### src/rtl/mdio_pkg.sv
package mdio_pkg;
  localparam int ADDR_W  = 5;
  localparam int DATA_W  = 16;
  localparam int FRAME_W = 32;   // start+op+phy+reg+ta+data
  localparam int TA1_POS = 14;   // slot index of first turnaround bit
  localparam int DAT_POS = 16;   // first data slot
  typedef enum logic [1:0] {PH_PRE, PH_FRAME, PH_TAIL, PH_ABORT} phase_t;
endpackage

### src/rtl/mdio_half_timer.sv
module mdio_half_timer #(
  parameter int HALF_CYCLES = 4
) (
  input  logic clk,
  input  logic rst,
  input  logic run,
  output logic tick
);
  localparam int CW = (HALF_CYCLES > 1) ? $clog2(HALF_CYCLES) : 1;
  logic [CW-1:0] cnt;

  assign tick = run && (cnt == CW'(HALF_CYCLES - 1));

  always_ff @(posedge clk) begin
    if (rst || !run || tick) cnt <= '0;
    else                     cnt <= cnt + 1'b1;
  end

  generate
    if (HALF_CYCLES > 1) begin : g_spacing
      assert_tick_spacing_R5: assert property (@(posedge clk) disable iff (rst)
        tick |=> !tick);
    end
  endgenerate
endmodule

### src/rtl/mdio_frame_seq.sv
module mdio_frame_seq
  import mdio_pkg::*;
#(
  parameter int PREAMBLE_SLOTS = 32,
  parameter int ABORT_SLOTS    = 32
) (
  input  logic              clk,
  input  logic              rst,
  input  logic              start,
  input  logic              rd_req,
  input  logic [ADDR_W-1:0] phy_addr,
  input  logic [ADDR_W-1:0] reg_addr,
  input  logic [DATA_W-1:0] wr_data,
  input  logic              tick,
  input  logic              mdio_i,
  output logic              mdc,
  output logic              mdio_o,
  output logic              mdio_oe,
  output logic              busy,
  output logic              done,
  output logic              no_phy_err,
  output logic [DATA_W-1:0] rd_data
);
  localparam int MAX_A = (PREAMBLE_SLOTS > ABORT_SLOTS) ? PREAMBLE_SLOTS : ABORT_SLOTS;
  localparam int MAX_B = (MAX_A > FRAME_W) ? MAX_A : FRAME_W;
  localparam int CW    = $clog2(MAX_B + 1);

  phase_t              ph;
  logic [CW-1:0]       bcnt;
  logic [FRAME_W-1:0]  sh;
  logic                is_rd;
  logic [DATA_W-1:0]   cap;

  always_ff @(posedge clk) begin
    if (rst) begin
      ph <= PH_PRE; bcnt <= '0; sh <= '0; is_rd <= 1'b0; cap <= '0;
      mdc <= 1'b1; mdio_o <= 1'b0; mdio_oe <= 1'b0;
      busy <= 1'b0; done <= 1'b0; no_phy_err <= 1'b0; rd_data <= '0;
    end else begin
      done <= 1'b0;
      if (!busy) begin
        if (start) begin
          sh         <= {2'b01, rd_req ? 2'b10 : 2'b01, phy_addr, reg_addr, 2'b10, wr_data};
          is_rd      <= rd_req;
          ph         <= PH_PRE;
          bcnt       <= '0;
          mdc        <= 1'b0;
          mdio_o     <= 1'b1;
          mdio_oe    <= 1'b1;
          busy       <= 1'b1;
          no_phy_err <= 1'b0;
        end
      end else if (tick && !mdc) begin
        mdc <= 1'b1;                       // rising edge, line already settled
      end else if (tick) begin             // end of a slot
        mdc <= 1'b0;
        case (ph)
          PH_PRE: begin
            if (bcnt == CW'(PREAMBLE_SLOTS - 1)) begin
              ph <= PH_FRAME; bcnt <= '0; mdio_o <= sh[FRAME_W-1];
            end else begin
              bcnt <= bcnt + 1'b1;
            end
          end
          PH_FRAME: begin
            if (is_rd && bcnt == CW'(TA1_POS) && mdio_i) begin
              ph <= PH_ABORT; bcnt <= '0; mdio_oe <= 1'b0;
            end else begin
              if (is_rd && bcnt >= CW'(DAT_POS)) cap <= {cap[DATA_W-2:0], mdio_i};
              if (bcnt == CW'(FRAME_W - 1)) begin
                ph <= PH_TAIL; mdio_oe <= 1'b0;
              end else begin
                bcnt    <= bcnt + 1'b1;
                sh      <= sh << 1;
                mdio_o  <= sh[FRAME_W-2];
                mdio_oe <= !is_rd || (bcnt < CW'(TA1_POS - 1));
              end
            end
          end
          PH_TAIL: begin
            mdc <= 1'b1; busy <= 1'b0; done <= 1'b1;
            if (is_rd) rd_data <= cap;
          end
          default: begin                  // PH_ABORT
            if (bcnt == CW'(ABORT_SLOTS - 1)) begin
              mdc <= 1'b1; busy <= 1'b0; done <= 1'b1;
              no_phy_err <= 1'b1; rd_data <= '0;
            end else begin
              bcnt <= bcnt + 1'b1;
            end
          end
        endcase
      end
    end
  end

  assert_line_stable_high_R5: assert property (@(posedge clk) disable iff (rst)
    (mdc && $past(mdc)) |-> ($stable(mdio_o) && $stable(mdio_oe)));
  assert_idle_lines_R2: assert property (@(posedge clk) disable iff (rst)
    !busy |-> (mdc && !mdio_oe));
  assert_done_pulse_R10: assert property (@(posedge clk) disable iff (rst)
    done |=> !done);
  assert_busy_ends_with_done_R10: assert property (@(posedge clk) disable iff (rst)
    $fell(busy) |-> done);
  assert_err_no_data_R8: assert property (@(posedge clk) disable iff (rst)
    no_phy_err |-> (rd_data == '0));
  assert_busy_start_ignored_R9: assert property (@(posedge clk) disable iff (rst)
    (busy && start) |=> $stable(is_rd));
endmodule

### src/rtl/mdio_master.sv
module mdio_master
  import mdio_pkg::*;
#(
  parameter int HALF_CYCLES    = 4,
  parameter int PREAMBLE_SLOTS = 32,
  parameter int ABORT_SLOTS    = 32
) (
  input  logic              clk,
  input  logic              rst,
  input  logic              start,
  input  logic              rd_req,
  input  logic [ADDR_W-1:0] phy_addr,
  input  logic [ADDR_W-1:0] reg_addr,
  input  logic [DATA_W-1:0] wr_data,
  output logic [DATA_W-1:0] rd_data,
  output logic              busy,
  output logic              done,
  output logic              no_phy_err,
  output logic              mdc,
  output logic              mdio_o,
  output logic              mdio_oe,
  input  logic              mdio_i
);
  logic tick;

  mdio_half_timer #(.HALF_CYCLES(HALF_CYCLES)) u_timer (
    .clk(clk), .rst(rst), .run(busy), .tick(tick)
  );

  mdio_frame_seq #(.PREAMBLE_SLOTS(PREAMBLE_SLOTS), .ABORT_SLOTS(ABORT_SLOTS)) u_seq (
    .clk(clk), .rst(rst), .start(start), .rd_req(rd_req),
    .phy_addr(phy_addr), .reg_addr(reg_addr), .wr_data(wr_data),
    .tick(tick), .mdio_i(mdio_i),
    .mdc(mdc), .mdio_o(mdio_o), .mdio_oe(mdio_oe),
    .busy(busy), .done(done), .no_phy_err(no_phy_err), .rd_data(rd_data)
  );
endmodule

### config.mk
export PLATFORM = sky130hd
export DESIGN_NAME = mdio_master
export DESIGN_NICKNAME = d
export VERILOG_FILES = /design/src/rtl/mdio_pkg.sv /design/src/rtl/mdio_half_timer.sv /design/src/rtl/mdio_frame_seq.sv /design/src/rtl/mdio_master.sv
export SDC_FILE = /design/constraint.sdc
export NUM_CORES = 1
export LEC_CHECK = 0
export ABC_AREA = 1
export BUFFER_PORTS_ARGS = -buffer_cell sky130_fd_sc_hd__buf_2
export CAP_MARGIN = 20
export CORE_MARGIN = 3
export CORE_UTILIZATION = 32
export CTS_BUF_LIST = sky130_fd_sc_hd__clkbuf_8
export DETAILED_ROUTE_END_ITERATION = 8
export HOLD_SLACK_MARGIN = 0.03
export SYNTH_ARGS = -nofsm -noshare
export SYNTH_HDL_FRONTEND = slang
export SYNTH_SLANG_ARGS = --single-unit
### constraint.sdc
create_clock -name clk -period 4.31 [get_ports clk]
set_clock_uncertainty 0.1 [all_clocks]
set_input_delay 1.0775 -clock clk [delete_from_list [all_inputs] [get_ports clk]]
set_output_delay 1.0775 -clock clk [all_outputs]
set_load 0.01 [all_outputs]
==> results.json, run 1 <==
{
  "crit_end": "u_seq.sh[31]",
  "root_buffer": "clkbuf_8",
  "max_cap_violations": 0,
  "gp_congestion": 0.8548,
  "n_antenna_cell": 0,
  "start_util_pct": 32.90,
  "coreArea_um2": 11520,
  "tns_ns": 0,
  "crit_start": "u_seq.busy",
  "synth_cell_types": 33,
  "hpwlAfterDp_um": 5549,
  "cts_sinks": 81,
  "vias": 3425,
  "setup_violations": 0,
  "reg2reg_from": "u_seq.busy",
  "ys_seq_area_share_pct": 42.80,
  "synth-seq-cells": 81,
  "postCtsSetupRepairBufs": 0,
  "fp.dieW_um": 114.8,
  "viasPerCell": 4.647,
  "p_leak_uw": 0.001899,
  "die_area_um2": 13180,
  "finalHoldViolations": 0,
  "tightest_slew_ns": 0.7707,
  "holdBufCountCts": 0,
  "yosys-top-cells-area": "dfxtp_1, nand2_1, a21oi_1, inv_1, o21ai_0",
  "timing.final.crit_period_ns": 2.802,
  "synth-edff-count": 0,
  "yosysTopAreaCellShare_pct": 42.80,
  "netlist_instances": 551,
  "first_pass_iters": 4,
  "rsz0062_at_grt": "no",
  "outcome": "completed",
  "grt_usage_pct": 13.51,
  "netlist_top_cells_count": "nand2_1, dfxtp_1, a21oi_1, inv_1, o21ai_0",
  "ys_warn_count": 0,
  "synth_area_leader_cell": "dfxtp_1",
  "hold_path.class": "flip-flop to flip-flop",
  "grt_max_degree": 52,
  "grt_overflow_total": 0,
  "grt_pass1_vias": 3274,
  "wirelength_um": 8435,
  "async_reset_ff_share_pct": 0,
  "worst-r2r-setup-slack_ns": 1.51,
  "power_density_nw_per_um2": 346.2,
  "initialDrtViolationCount": 198,
  "fill_cells": 1229,
  "avgSynthCellArea_um2": 6.876,
  "ios": 53,
  "place_inst": 720,
  "r2r_cells": 9,
  "drc_errors": 0,
  "synth.net_count": 587,
  "cts_buffers": 9,
  "final_max_slew_viol_count": 0,
  "htreeDepth": 3,
  "fmax_mhz": 357.0,
  "rows": 39,
  "grt_pass1_wl_um": 14630,
  "endpoint_kind": "flip-flop",
  "worstSkewPairLatency_ns": 0.35,
  "numPortBuffers": 52,
  "slew_headroom_pct": 48.30,
  "crit_required_ns": 4.43,
  "worstPathArrival_ns": 2.93,
  "finalNonFillerCells": 737,
  "fp.dieH_um": 114.8,
  "layout.nets": 625,
  "ctsResizeCount": 0,
  "syn_area_um2": 3789,
  "wire_per_inst_um": 11.45,
  "drive_above_1_share_pct": 17.34,
  "whs_ns": 0.3519,
  "startpoint_type": "flip-flop",
  "synth_ff_type": "dfxtp_1",
  "clk_pin_slew_ns": 0.09,
  "synth.most_common_cell": "nand2_1",
  "antenna_found_initial": 0,
  "cts_tree": "done",
  "fin_crit_sh_pct": 65.00,
  "crit_fanout": 44,
  "cts.path.max_buffers": 2,
  "ant_nets": 0,
  "ir_worst_vdd_mv": 0.1806,
  "crit_type": "flip-flop to flip-flop",
  "area_delta_synth_final_pct": 13.71,
  "r2r-end": "u_seq.sh[31]"
}
-- worst min path at each step --
stage                               from        endpoint  slack (ns)  cells after the start
after detailed placement  u_timer.cnt[0]  u_timer.cnt[0]        0.34                      1
after global placement    u_timer.cnt[0]  u_timer.cnt[0]        0.32                      1
after CTS                 u_timer.cnt[0]  u_timer.cnt[0]        0.35                      1
after global routing      u_timer.cnt[0]  u_timer.cnt[0]        0.36                      1
after floorplan           u_timer.cnt[0]  u_timer.cnt[0]        0.31                      1
final                     u_timer.cnt[0]  u_timer.cnt[0]        0.35                      1
-- kinds of logic after synthesis --
group / Yosys count / share of synthesized area, %
AOI/OAI and AO/OA: 106 / 14.40
and+or+nand+nor: 265 / 30.42
DFF: 81 / 42.80
adders and majority gates: 5 / 1.651
xor gates and xnor gates: 2 / 0.4624
buffers and inverters: 92 / 10.27
-- critical path, stage by stage (launching register included) --
cell     delay, ns
dfxtp_1       0.31
buf_4         0.28
inv_2         0.47
nand2_1       0.29
nand2_1       0.19
nand2_2       0.10
inv_2         0.07
nand3_2       0.50
nand2_1       0.27
a21oi_2       0.08
-- metal layers --
layer  up-vias  wire length (um)  GRT usage, %
li1       1812                 -             -
met1      1532              4033         16.71
met2        73              3916         22.78
met5         -                 0             0
met4         0                71         3.678
met3         8               413         4.263
-- through the flow --
| step | util [%] | power [uW] | area (um2) | worst slack [ns] |
|---|---|---|---|---|
| floorplan | - | 907.1 | 3789 | 2.267 |
| global placement | 35.55 | 941.9 | 4094 | 1.404 |
| detailed placement | 35.55 | 944.2 | 4094 | 1.269 |
| CTS | 37.31 | 1519 | 4297 | 1.486 |
| global route | 37.41 | 1579 | 4308 | 1.189 |
| finish | 37.41 | 1491 | 4308 | 1.508 |
-- cell usage in the layout, fill, tap and decap left out, types with 4 or more instances in the layout --
master	count
o21ai_1	4
nand2_1	201
nor3_2	8
inv_2	10
nor3_1	8
nand3_1	11
nand3_2	5
dfxtp_1	81
buf_2	52
a21oi_1	75
inv_1	53
nor2_1	18
o21ai_0	22
ha_1	5
clkbuf_8	9
-- flip-flops by register name, summed over array words and instances, names as in the netlist, 2 cells and up --
signal and flops:
u_seq.bcnt 6, u_seq.cap 16, u_seq.ph 2, u_seq.rd_data 16, u_seq.sh 32, u_timer.cnt 2
-- final cells by class --
class	instances	area, um2	area share (%)
Clock buffer	9	123.9	2.875
Clock inverter	7	78.83	1.830
Inverter	64	240.2	5.577
Multi-Input combinational cell	378	1778	41.27
Sequential cell	81	1622	37.64
Tap cell	143	178.9	4.153
Timing Repair Buffer	55	286.5	6.651
-- where the power goes --
part	internal (uW)	switching, uW	total, uW
sequential	770	13.6	784
clock	273	292	565
combinational	47.4	94.5	142
total	1090	400	1490
Note: power is estimated with default switching activity, not from simulation.
==> inputs of run 2 (changes only) <==
--- a/config.mk
+++ b/config.mk
@@ -5,7 +5,7 @@
 export SDC_FILE = /design/constraint.sdc
 export NUM_CORES = 1
 export LEC_CHECK = 0
-export ABC_AREA = 1
+export ABC_AREA = 0
 export BUFFER_PORTS_ARGS = -buffer_cell sky130_fd_sc_hd__buf_2
 export CAP_MARGIN = 20
 export CORE_MARGIN = 3
==> constraint.sdc (replaced) <==
create_clock -name clk -period 2.5 [get_ports clk]
set_clock_uncertainty 0.1 [all_clocks]
set_input_delay 0.625 -clock clk [delete_from_list [all_inputs] [get_ports clk]]
set_output_delay 0.625 -clock clk [all_outputs]
set_load 0.01 [all_outputs]
==> run 2 against run 1 <==
Net effect:
- via count down 12%
- maximum frequency up 34%
- utilization up 1.5 points
- final area down 4.7%
- critical path depth down 1
- synthesized area down 6.4%
- global-route usage down 0.75 points
- power up 66%
- sequential share of layout area up 1.9 points
- critical path type unchanged
- highest routed layer unchanged
==> results.json, run 2 <==
{
  "grt_overflow_total": 0,
  "die_area_um2": 12380,
  "drc_errors": 0,
  "cts.path.max_buffers": 2,
  "avgSynthCellArea_um2": 8.483,
  "tns_ns": 0,
  "fp.dieW_um": 111.3,
  "regMostFlops": "u_seq.sh",
  "layout.nets": 494,
  "synth-seq-cells": 81,
  "ios": 53,
  "gp_congestion": 0.8856,
  "yosysTopAreaCellShare_pct": 45.73,
  "max_cap_violations": 0,
  "startpoint_type": "flip-flop",
  "holdBufCountCts": 0,
  "crit_fanout": 62,
  "fp.dieH_um": 111.3,
  "root_buffer": "clkbuf_8",
  "viasPerCell": 5.033,
  "worst-r2r-setup-slack_ns": 0.41,
  "crit_required_ns": 2.63,
  "r2r-end": "u_seq.sh[28]",
  "wire_per_inst_um": 12.95,
  "ant_nets": 0,
  "postCtsSetupRepairBufs": 0,
  "final_common_cell": "dfxtp_1",
  "syn_area_um2": 3546,
  "largestRegisters": "u_seq.sh x32, u_seq.cap x16, u_seq.rd_data x16",
  "setup_violations": 0,
  "synth_area_leader_cell": "dfxtp_1",
  "grt_usage_pct": 12.75,
  "ctsResizeCount": 0,
  "cts_tree": "done",
  "synth.net_count": 454,
  "holdPathStages": 1,
  "coreArea_um2": 10560,
  "async_reset_ff_share_pct": 0,
  "final_cell_mix": "dfxtp_1, buf_2, nand2_1, a21oi_1, nor2_1",
  "final_max_slew_viol_count": 0,
  "crit_type": "flip-flop to flip-flop",
  "endpoint_kind": "flip-flop",
  "fill_cells": 1099,
  "outcome": "completed",
  "fin_crit_sh_pct": 83.68,
  "rsz0062_at_grt": "no",
  "vias": 3015,
  "netlist_top_cells_count": "dfxtp_1, nand2_1, a21oi_1, nor2_1, a211oi_1",
  "cts_sinks": 81,
  "wirelength_um": 7757,
  "grt_max_degree": 82,
  "worstPathArrival_ns": 2.22,
  "slew_headroom_pct": 60.11,
  "r2r_cells": 8,
  "finalHoldViolations": 0,
  "antenna_found_initial": 0,
  "start_util_pct": 33.59,
  "largest_register_ff_count": 32,
  "synth-edff-count": 0,
  "hold_path.class": "flip-flop to flip-flop",
  "drive_above_1_share_pct": 17.06,
  "numPortBuffers": 52,
  "initialDrtViolationCount": 145,
  "area_delta_synth_final_pct": 15.77,
  "hpwlAfterDp_um": 5109,
  "ir_worst_vdd_mv": 0.4056,
  "reg2reg_from": "u_seq.bcnt[0]",
  "rows": 37,
  "min_to": "u_timer.cnt[0]",
  "first_pass_iters": 4,
  "ys_seq_area_share_pct": 45.73,
  "n_antenna_cell": 0,
  "synth_cell_types": 34,
  "synth_ff_type": "dfxtp_1",
  "yosys-top-cells-area": "dfxtp_1, mux2i_1, a211oi_1, a21oi_1, nand2_1",
  "ys_warn_count": 0,
  "timing.final.crit_period_ns": 2.092,
  "fin_total_pwr_uw": 2469,
  "post-place-ws_ns": 0.3142,
  "clk_pin_slew_ns": 0.08,
  "min_from": "u_timer.cnt[0]",
  "worst_slack_ns": 0.4080,
  "fmax_mhz": 478.0,
  "p_leak_uw": 0.001518,
  "grt_pass1_wl_um": 13220,
  "worstSkewPairLatency_ns": 0.35,
  "power_density_nw_per_um2": 601.4,
  "cts_buffers": 9,
  "htreeDepth": 3,
  "tightest_slew_ns": 0.5984,
  "synth.most_common_cell": "dfxtp_1",
  "grt_pass1_vias": 2809,
  "netlist_instances": 418
}
run 2: worst max-delay path, cell delays in order, from the launching register on:
cell       delay, ns
dfxtp_1         0.40
inv_1           0.11
ha_1            0.21
nand4bb_1       0.22
o22ai_2         0.18
a21boi_4        0.20
buf_12          0.26
mux2i_1         0.23
nor2_1          0.05
run 2: worst max-delay path by stage:
stage                         from  cells after the start            to
CTS                  u_seq.bcnt[0]                      8  u_seq.sh[28]
global placement             start                      6  u_seq.mdio_o
detailed placement           start                      6  u_seq.mdio_o
global route        u_timer.cnt[0]                      7  u_seq.sh[27]
finish               u_seq.bcnt[0]                      8  u_seq.sh[28]
floorplan                   mdio_i                      5  u_seq.sh[17]
run 2: routing by layer:
layer  track usage, %  wire length [um]  vias to the layer above
li1                 -                 -                     1546
met1            16.49              3653                     1385
met2            20.43              3548                       75
met3            4.094               459                        9
met4            3.650                96                        0
met5                0                 0                        -
run 2: stage by stage:
stage,hold WS (ns),area (um2),cells,util [%]
2_1_floorplan,0.3081,3546,418,-
3_3_place_gp,0.3162,3924,583,37.17
3_5_place_dp,0.3452,3924,583,37.17
4_1_cts,0.3564,4105,599,38.89
5_1_grt,0.3790,4105,599,38.89
6_report,0.3468,4105,599,38.89
run 2: kinds of logic (layout without fill, tap and decap cells):
family,count (synthesis),count (layout),share of synthesized area [%]
flops,81,81,45.73
fa+ha+maj,5,5,1.764
mux,27,27,7.622
simple gates,162,162,21.77
buf+inv,37,82,4.552
compound gates,106,106,18.56
run 2: report_power, final:
group	internal (uW)	switching (uW)	total [uW]
combinational	102	125	227
sequential	1340	27.7	1360
clock	412	465	877
run 2: layout make-up:
| cell class | instances | area (um2) | area share, % |
|---|---|---|---|
| Clock buffer | 11 | 151.4 | 3.688 |
| Clock inverter | 5 | 30.03 | 0.7315 |
| Inverter | 7 | 26.28 | 0.6400 |
| Multi-Input combinational cell | 300 | 1767 | 43.04 |
| Sequential cell | 81 | 1623 | 39.53 |
| Tap cell | 136 | 170.2 | 4.145 |
| Timing Repair Buffer | 59 | 337.8 | 8.229 |
